`src/rtl/blkbuf_pkg.sv`:
```
package blkbuf_pkg;
  localparam int PIX_W  = 8;
  localparam int DIM    = 4;
  localparam int IDX_W  = $clog2(DIM);
  localparam int WORD_W = PIX_W * DIM;

  typedef logic [DIM-1:0][PIX_W-1:0] word_t;
  typedef logic [DIM-1:0][DIM-1:0][PIX_W-1:0] block_t;

  typedef struct packed {
    logic [DIM-1:0]          shRowWe;
    logic [DIM-1:0]          hoRowSel;
    logic [DIM-1:0][DIM-1:0] xpPixWe;
    logic                    xpColMode;
  } bufStrobes_t;
endpackage

```
`src/rtl/blkbuf_ctrl.sv`:
```
module blkbuf_ctrl
  import blkbuf_pkg::*;
(
  input  logic             shWe,
  input  logic [IDX_W-1:0] shWrRow,
  input  logic             hoEn,
  input  logic [IDX_W-1:0] hoRow,
  input  logic             xpWe,
  input  logic             xpWrCol,
  input  logic [IDX_W-1:0] xpWrIdx,
  output bufStrobes_t      strb
);
  always_comb begin
    strb = '0;
    strb.xpColMode = xpWrCol;
    for (int r = 0; r < DIM; r++) begin
      strb.shRowWe[r]  = shWe && (shWrRow == IDX_W'(r));
      strb.hoRowSel[r] = hoEn && (hoRow == IDX_W'(r));
      for (int c = 0; c < DIM; c++) begin
        strb.xpPixWe[r][c] = xpWe &&
          (xpWrCol ? (xpWrIdx == IDX_W'(c)) : (xpWrIdx == IDX_W'(r)));
      end
    end
  end
endmodule

```
`src/rtl/blkbuf_dp.sv`:
```
module blkbuf_dp
  import blkbuf_pkg::*;
(
  input  logic             clk,
  input  logic             rstN,
  input  bufStrobes_t      strb,
  input  word_t            shWrData,
  input  word_t            xpWrData,
  input  logic [IDX_W-1:0] shRdRow,
  input  logic             xpRdCol,
  input  logic [IDX_W-1:0] xpRdIdx,
  output word_t            shRdData,
  output word_t            xpRdData
);
  block_t shMem;
  block_t xpMem;

  for (genvar r = 0; r < DIM; r++) begin : g_row
    always_ff @(posedge clk or negedge rstN) begin
      if (!rstN) shMem[r] <= '0;
      else if (strb.shRowWe[r]) shMem[r] <= shWrData;
    end

    for (genvar c = 0; c < DIM; c++) begin : g_col
      always_ff @(posedge clk or negedge rstN) begin
        if (!rstN) begin
          xpMem[r][c] <= '0;
        end else if (strb.xpPixWe[r][c]) begin
          xpMem[r][c] <= strb.xpColMode ? xpWrData[r] : xpWrData[c];
        end else if (strb.hoRowSel[r]) begin
          xpMem[r][c] <= shMem[r][c];
        end
      end
    end

    // a handoff without a competing write copies the pre-edge staging row
    a_r4_handoff_copy: assert property (@(posedge clk) disable iff (!rstN)
      (strb.hoRowSel[r] && strb.xpPixWe[r] == '0) |=> xpMem[r] == $past(shMem[r]));

    // a staging write lands in the selected row
    a_r2_row_write: assert property (@(posedge clk) disable iff (!rstN)
      strb.shRowWe[r] |=> shMem[r] == $past(shWrData));
  end

  assign shRdData = shMem[shRdRow];

  always_comb begin
    for (int r = 0; r < DIM; r++) begin
      xpRdData[r] = xpRdCol ? xpMem[r][xpRdIdx] : xpMem[xpRdIdx][r];
    end
  end

  // no enable leaves each array unchanged
  a_r11_hold_sh: assert property (@(posedge clk) disable iff (!rstN)
    (strb.shRowWe == '0) |=> $stable(shMem));

  a_r11_hold_xp: assert property (@(posedge clk) disable iff (!rstN)
    (strb.hoRowSel == '0 && strb.xpPixWe == '0) |=> $stable(xpMem));
endmodule

```
`src/rtl/blkXposeBuf.sv`:
```
module blkXposeBuf
  import blkbuf_pkg::*;
(
  input  logic              clk,
  input  logic              rstN,
  input  logic              shWe,
  input  logic [IDX_W-1:0]  shWrRow,
  input  logic [WORD_W-1:0] shWrData,
  input  logic [IDX_W-1:0]  shRdRow,
  output logic [WORD_W-1:0] shRdData,
  input  logic              hoEn,
  input  logic [IDX_W-1:0]  hoRow,
  input  logic              xpWe,
  input  logic              xpWrCol,
  input  logic [IDX_W-1:0]  xpWrIdx,
  input  logic [WORD_W-1:0] xpWrData,
  input  logic              xpRdCol,
  input  logic [IDX_W-1:0]  xpRdIdx,
  output logic [WORD_W-1:0] xpRdData
);
  bufStrobes_t strb;
  word_t shRdW, xpRdW;

  blkbuf_ctrl ctrl_i (
    .shWe(shWe), .shWrRow(shWrRow), .hoEn(hoEn), .hoRow(hoRow),
    .xpWe(xpWe), .xpWrCol(xpWrCol), .xpWrIdx(xpWrIdx), .strb(strb)
  );

  blkbuf_dp dp_i (
    .clk(clk), .rstN(rstN), .strb(strb),
    .shWrData(word_t'(shWrData)), .xpWrData(word_t'(xpWrData)),
    .shRdRow(shRdRow), .xpRdCol(xpRdCol), .xpRdIdx(xpRdIdx),
    .shRdData(shRdW), .xpRdData(xpRdW)
  );

  assign shRdData = shRdW;
  assign xpRdData = xpRdW;
endmodule

```
`config.mk`:
```
export PLATFORM = sky130hd
export DESIGN_NAME = blkXposeBuf
export DESIGN_NICKNAME = d
export VERILOG_FILES = /design/src/rtl/blkbuf_pkg.sv /design/src/rtl/blkbuf_ctrl.sv /design/src/rtl/blkbuf_dp.sv /design/src/rtl/blkXposeBuf.sv
export SDC_FILE = /design/constraint.sdc
export NUM_CORES = 1
export LEC_CHECK = 0
export BUFFER_PORTS_ARGS = -buffer_cell sky130_fd_sc_hd__buf_2
export CAP_MARGIN = 20
export CORE_MARGIN = 2
export CORE_UTILIZATION = 40
export CTS_CLUSTER_DIAMETER = 60
export DETAILED_ROUTE_END_ITERATION = 6
export PLACE_DENSITY = 0.68
export SKIP_LAST_GASP = 1
export SLEW_MARGIN = 10
export SYNTH_ARGS = -nofsm -noshare
export SYNTH_HDL_FRONTEND = slang
export SYNTH_SLANG_ARGS = --single-unit
```
`constraint.sdc`:
```
create_clock -name clk -period 1.4 [get_ports clk]
set_clock_uncertainty 0.1 [all_clocks]
set_input_delay 0 -clock clk [delete_from_list [all_inputs] [get_ports clk]]
set_output_delay 0 -clock clk [all_outputs]
set_load 0.1 [all_outputs]
```
==> summary.txt, run 1 <==
Run status
  • Run status: finished, violations left
  • Violations in the final reports: negative setup slack

Detailed routing
  • Number of nets still failing antenna checks after routing: 0
  • Number of DRC markers after the initial detailed-route iteration: 854
  • DRC errors left: 0
  • Number of detailed-route iterations in the first pass: 6
  • Final routed wirelength across all metal layers: 49.4 mm
  • Routed wire length per instance: 24.3 um
  • Avg Vias per Cell: 5.72
  • Routed vias: 11600

Synth
  • Leading area contributor after synthesis: sky130_fd_sc_hd__dfrtp_1
  • Leading register cell type out of synthesis: sky130_fd_sc_hd__dfrtp_1
  • Share of Yosys cell area claimed by the top area cell type: 0.449
  • FF+latch count, synth: 256
  • Number of synthesized flops with an enable pin: 0
  • Mean instance size in the synthesized netlist: 12.8 um^2
  • Number of warnings reported in the yosys synthesis log: 0
  • Synth Cell Area: 14300 um^2
  • Number of unique standard cell types used by synthesis: 34
  • Synth async-reset ratio: 1.00
  • Net count of the mapped netlist: 1194
  • Share of the yosys chip area belonging to registers: 0.449
  • Area contributors post-synth: sky130_fd_sc_hd__dfrtp_1 45%, sky130_fd_sc_hd__mux2i_1 18%, sky130_fd_sc_hd__mux2_2 12%
  • Synthesized netlist cell count: 1113

Pwr
  • Leakage power: 9.75 nW
  • Power per cell area: 1570 nW/um^2
  • VDD IR-drop max: 1.30 mV

Timing
  • Unrepaired setup endpoints after global routing: yes
  • Final min period: 2.10 ns
  • Total of endpoints with negative setup slack in the final report: 64
  • Setup slack of the critical path after layout: -0.704 ns
  • Max-slew headroom at the worst pin: 0.586
  • Final clock period utilization by the worst path: 1.50
  • Highest clock frequency the design can meet: 475 MHz
  • Final Hold Slack: 0.00404 ns
  • Worst Max-Slew Pin Slew: 0.622 ns
  • Count of endpoints failing hold in the final timing report: 0
  • Number of pins with negative max-slew slack in the final report: 0

Floorplan
  • Initial Util: 0.404
  • Horizontal die dimension: 193 um
  • CORE AREA: 35300 um^2
  • Site Rows: 69
  • Die footprint: 37200 um^2
  • Number of top-level pins: 145
  • Die height: 193 um

Clocking
  • TritonCTS clock tree: yes
  • Clock tree root driver cell: sky130_fd_sc_hd__clkbuf_16
  • CTS sink count: 256
  • Number of clock buffers inserted by TritonCTS: 28
  • Max H-tree Level: 1
  • Maximum clock insertion buffer count: 3
  • Clock insertion delay at the later pin of the skew report: 0.55 ns
  • Clock Pin Slew Worst Setup and Hold Paths: 0.06 ns

Place
  • Setup Slack @ Placement: -0.236 ns
  • Standard cell area after detailed placement: 16900 um^2
  • HPWL reported at the end of detailed placement: 32.5 mm
  • Port Buffer Count: 144
  • Final estimated routing congestion in global placement: 0.927

Setup path
  • Beginning of the worst register-to-register path: dp_i.shMem[59]
  • Top fanout value on the critical path: 3
  • Slowest stage cell on the critical path: sky130_fd_sc_hd__mux4_2
  • Startpoint type of the worst setup path: flip-flop
  • Worst reg-to-reg setup slack: 0.17 ns
  • CP endpoint kind: output port
  • Logic depth of the worst register-to-register path: 4
  • Worst flop-to-flop path endpoint: dp_i.shMem[59]
  • CP peak stage delay: 0.50 ns
  • Cell chain of the critical path: mux4_2 > mux2_4 > buf_12
  • Data required time at the worst endpoint: 1.30 ns
  • Critical path data arrival time: 2.00 ns
  • Worst setup path category: reg -> out

Global routing
  • Via count of the first global-routing pass: 12600
  • Pin count of the biggest net entering global routing: 81
  • Total routing resource utilization after global routing: 0.271
  • Leftover overflow at the end of global routing: 0
  • Antenna violations before repair: 1
  • First-pass GRT wire length: 75.2 mm

Finish
  • Fraction of the core area covered by cells at the end of the flow: 0.580
  • Final std cell area, no fill: 20500 um^2
  • Area taken by flip-flops and latches: 6410 um^2
  • Commonest non-fill, non-tap cells in the layout: 256 x sky130_fd_sc_hd__mux2i_1, 255 x sky130_fd_sc_hd__dfrtp_1, 224 x sky130_fd_sc_hd__buf_4
  • Fillers: 2794
  • Layout Area Growth over Synthesis: 43.6%
  • Net count reported at finish: 1635
  • Most common cell after layout, fill and taps aside: sky130_fd_sc_hd__mux2i_1
  • Fraction of layout instances using a drive strength above 1: 0.455
  • Multi-input gate area in the final layout: 7580 um^2

Hold path
  • Hold Path Origin: xpWrIdx[0]
  • Number of cells on the worst hold path: 4
  • Worst hold-check path type: in -> reg
  • End point of the worst hold path: dp_i.xpMem[3]

Job
  • Max-Cap Viols: 0
## final cells by class
type                            count  area share
Multi-Input combinational cell    776       0.370
Sequential cell                   256       0.313
Timing Repair Buffer              492       0.246
Antenna cell                        2    0.000245
Clock inverter                      3     0.00208
Clock buffer                       43      0.0405
Tap cell                          461      0.0282
## flip-flops by register name, summed over array words and instances, names as in the netlist
| name | flops |
|---|---|
| dp_i.shMem | 128 |
| dp_i.xpMem | 128 |
## cells by family (layout without fill, tap and decap cells)
logic type                Yosys count  after routing  share of synthesized area
other                               0              2                          0
muxes                             472            472                      0.404
buffers and inverters              81            538                     0.0326
xor gates and xnor gates            4              4                    0.00246
DFF                               256            256                      0.449
AOI/OAI and AO/OA                 172            172                     0.0648
and+or+nand+nor                   128            128                     0.0470
## repair_timing
item                       CTS  global route
resized for setup          252            13
setup endpoints to repair   64            70
hold buffers                74             1
hold endpoints to repair   512             2
setup buffers              111            23
pin swaps                   15             4
## critical path: cells and delay by family (launching register included)
kind | cells | cell delay [ns]
multiplexers | 2 | 0.84
flip-flops | 1 | 0.43
buffers and inverters | 1 | 0.18
## power by group
part	switching, mW	internal [mW]	leakage [nW]	total [mW]
clock network	3.02	4.20	0.422	7.22
logic	7.66	6.83	6.29	14.5
registers	1.25	9.14	3.04	10.4
## synth_stat cells (6+ instances only)
| library cell | number |
|---|---|
| sky130_fd_sc_hd__a21o_1 | 8 |
| sky130_fd_sc_hd__nor2b_1 | 34 |
| sky130_fd_sc_hd__nand2_1 | 26 |
| sky130_fd_sc_hd__dfrtp_1 | 256 |
| sky130_fd_sc_hd__mux4_1 | 11 |
| sky130_fd_sc_hd__a211oi_1 | 8 |
| sky130_fd_sc_hd__nor2_1 | 40 |
| sky130_fd_sc_hd__mux4_2 | 53 |
| sky130_fd_sc_hd__mux2_2 | 152 |
| sky130_fd_sc_hd__buf_4 | 14 |
| sky130_fd_sc_hd__mux2i_1 | 256 |
| sky130_fd_sc_hd__clkbuf_1 | 16 |
| sky130_fd_sc_hd__o21ai_0 | 24 |
| sky130_fd_sc_hd__buf_2 | 43 |
| sky130_fd_sc_hd__a21oi_1 | 128 |
| sky130_fd_sc_hd__nand3b_1 | 6 |
## worst max path at each step
| stage | startpoint | end | slack [ns] | cells after the start |
|---|---|---|---|---|
| floorplan | xpRdIdx[0] | xpRdData[13] | -0.22 | 6 |
| global placement | xpRdIdx[0] | xpRdData[4] | -0.22 | 5 |
| detailed placement | xpRdIdx[0] | xpRdData[4] | -0.24 | 5 |
| CTS | dp_i.xpMem[26] | xpRdData[26] | -0.71 | 3 |
| global route | dp_i.xpMem[31] | xpRdData[7] | -0.71 | 4 |
| finish | dp_i.xpMem[26] | xpRdData[26] | -0.70 | 3 |
## layer usage
layer | global-route usage | vias to the layer above | wire length, um
met5 | 0 | - | 15
met4 | 0.0822 | 2 | 1790
met3 | 0.0526 | 127 | 3780
met2 | 0.468 | 512 | 24600
met1 | 0.343 | 5933 | 19200
li1 | - | 5049 | -
## metrics by stage
step | instances | setup TNS [ns] | power (mW)
after floorplan | 1113 | -0.755 | 18.0
after global placement | 1777 | -4.76 | 21.5
after detailed placement | 1777 | -5.10 | 21.7
after CTS | 2008 | -32.96 | 31.8
after global routing | 2031 | -32.12 | 33.4
final | 2033 | -30.06 | 32.1
(Power assumes the default switching activity.)
==> run 2: changes to the inputs <==
CORE_MARGIN = default   (was 2)
==> run 2 against run 1 <==
Net effect: the flow still finishes with violations (negative setup slack); non-clock buffer count increased by 15; clock-buffer cell count decreased by 7; cell count increased by 0.64%; largest power group unchanged; utilization increased by 1.3 points; sequential share of layout area decreased by 0.25 points; routed wire length decreased by 1.8%; via count decreased by 0.83%; final area increased by 0.79%; global-route usage decreased by 0.32 points; critical path depth unchanged; worst hold slack improved by 0.035 ns.
==> summary.txt, run 2 (synthesis gave the netlist of run 1 again) <==
Floorplan
  • CORE AREA: 34800 um^2
  • Die height: 191 um
  • Horizontal die dimension: 191 um
  • Site Rows: 68
  • Initial Util: 0.410
  • Die footprint: 36400 um^2
  • Number of top-level pins: 145

Clocking
  • Clock Pin Slew Worst Setup and Hold Paths: 0.06 ns
  • CTS sink count: 256
  • TritonCTS clock tree: yes
  • Clock tree root driver cell: sky130_fd_sc_hd__clkbuf_16
  • Clock insertion delay at the later pin of the skew report: 0.55 ns
  • Maximum clock insertion buffer count: 3
  • Max H-tree Level: 1
  • Number of clock buffers inserted by TritonCTS: 29

Detailed routing
  • Number of DRC markers after the initial detailed-route iteration: 823
  • M1 wire length: 19.4 mm
  • Routed wire length per instance: 23.7 um
  • Number of detailed-route iterations in the first pass: 5
  • Avg Vias per Cell: 5.63
  • Met2 routed WL: 24.3 mm
  • Number of nets still failing antenna checks after routing: 0
  • Final routed wirelength across all metal layers: 48.6 mm
  • DRC errors left: 0
  • Routed vias: 11500
  • Met3 Routed Length: 3.21 mm
  • Topmost layer with routed signal wires: met5

Finish
  • Fillers: 2757
  • Layout Area Growth over Synthesis: 44.7%
  • Most common cell after layout, fill and taps aside: sky130_fd_sc_hd__dfrtp_1
  • Net count reported at finish: 1651
  • Fraction of layout instances using a drive strength above 1: 0.467
  • Layout Cells excl Fill: 2046
  • Commonest non-fill, non-tap cells in the layout: 256 x sky130_fd_sc_hd__dfrtp_1, 255 x sky130_fd_sc_hd__mux2i_1, 245 x sky130_fd_sc_hd__buf_4
  • Biggest registers after layout: dp_i.shMem: 128 flops, dp_i.xpMem: 128 flops

Run status
  • Violations in the final reports: negative setup slack
  • Run status: finished, violations left

Timing
  • Setup slack of the critical path after layout: -0.718 ns
  • Count of endpoints failing hold in the final timing report: 0
  • Number of pins with negative max-slew slack in the final report: 0
  • Final-layout setup total negative slack: -30.44 ns
  • Unrepaired setup endpoints after global routing: yes
  • Final min period: 2.12 ns
  • Worst Max-Slew Pin Slew: 0.454 ns
  • Max-slew headroom at the worst pin: 0.696
  • Total of endpoints with negative setup slack in the final report: 64
  • Highest clock frequency the design can meet: 472 MHz
  • Final clock period utilization by the worst path: 1.51

Pwr
  • Post-layout power: 32.5 mW
  • VDD IR-drop max: 1.52 mV
  • Power per cell area: 1570 nW/um^2
  • Leakage power: 9.86 nW

Place
  • HPWL reported at the end of detailed placement: 33.1 mm
  • Final estimated routing congestion in global placement: 0.905
  • Port Buffer Count: 144
  • Total placed cells including tap cells: 1780

Global routing
  • Antenna violations before repair: 3
  • Total routing resource utilization after global routing: 0.268
  • Pin count of the biggest net entering global routing: 81
  • Leftover overflow at the end of global routing: 0
  • Via count of the first global-routing pass: 12400
  • First-pass GRT wire length: 73.0 mm

Hold path
  • Number of cells on the worst hold path: 5
  • Worst hold-check path type: in -> reg

Setup path
  • CP endpoint kind: output port
  • Logic depth of the worst register-to-register path: 4
  • Top fanout value on the critical path: 3
  • Startpoint type of the worst setup path: flip-flop
  • Worst reg-to-reg setup slack: 0.17 ns
  • Critical path data arrival time: 2.02 ns
  • Worst setup path category: reg -> out
  • Data required time at the worst endpoint: 1.30 ns

Job
  • Max-Cap Viols: 0
[run 2: layout make-up]
| cell class | count | area, um^2 | area share |
|---|---|---|---|
| clock buffer | 36 | 822 | 0.0399 |
| sequential | 256 | 6410 | 0.311 |
| multi-input combinational | 776 | 7600 | 0.368 |
| timing repair buffer | 507 | 5110 | 0.248 |
| clock inverter | 13 | 110 | 0.00534 |
| tap | 455 | 569 | 0.0276 |
| antenna | 3 | 7.51 | 0.000364 |
[run 2: final timing paths]
check                               start               to
hold / removal                   hoRow[0]   dp_i.xpMem[31]
min in group asynchronous            rstN  dp_i.shMem[116]
hold reg to reg            dp_i.shMem[40]   dp_i.shMem[40]
setup reg to reg           dp_i.shMem[60]   dp_i.shMem[60]
max in group asynchronous            rstN   dp_i.shMem[96]
setup / recovery           dp_i.xpMem[68]      xpRdData[4]
[run 2: layer usage]
| layer | track usage | vias to the layer above |
|---|---|---|
| met5 | 0 | - |
| met4 | 0.0883 | 4 |
| met3 | 0.0547 | 97 |
| met2 | 0.465 | 435 |
| met1 | 0.330 | 5912 |
| li1 | - | 5078 |
[run 2: timing repair]
action                                 CTS  global route
cloned                                   0             1
endpoints found under the hold margin  512            10
pin swaps                               12             4
hold buffers                            77             1
resized for setup                      177            11
buffers inserted                       100            39
setup endpoints to repair               64            87
[run 2: report_power, final]
group	internal [mW]	leakage [nW]	switching [mW]	total, mW
clock network	4.33	0.469	3.20	7.53
registers	9.14	3.04	1.24	10.4
logic	6.89	6.36	7.68	14.6
[run 2: worst max-delay path: stages, from the launching register on]
cell and delay, ns:
sky130_fd_sc_hd__dfrtp_1 0.41, sky130_fd_sc_hd__mux4_1 0.57, sky130_fd_sc_hd__a21o_2 0.26, sky130_fd_sc_hd__buf_4 0.23
[run 2: through the flow]
stage           util  cell area [um^2]  hold WS (ns)  setup slack, ns
2_1_floorplan      -             14400        -0.396           -0.224
3_3_place_gp   0.495             17200        -0.220           -0.208
3_5_place_dp   0.495             17200        -0.217           -0.191
4_1_cts        0.583             20300        0.0151           -0.717
5_1_grt        0.593             20600        0.0661           -0.742
6_report       0.593             20600        0.0393           -0.718
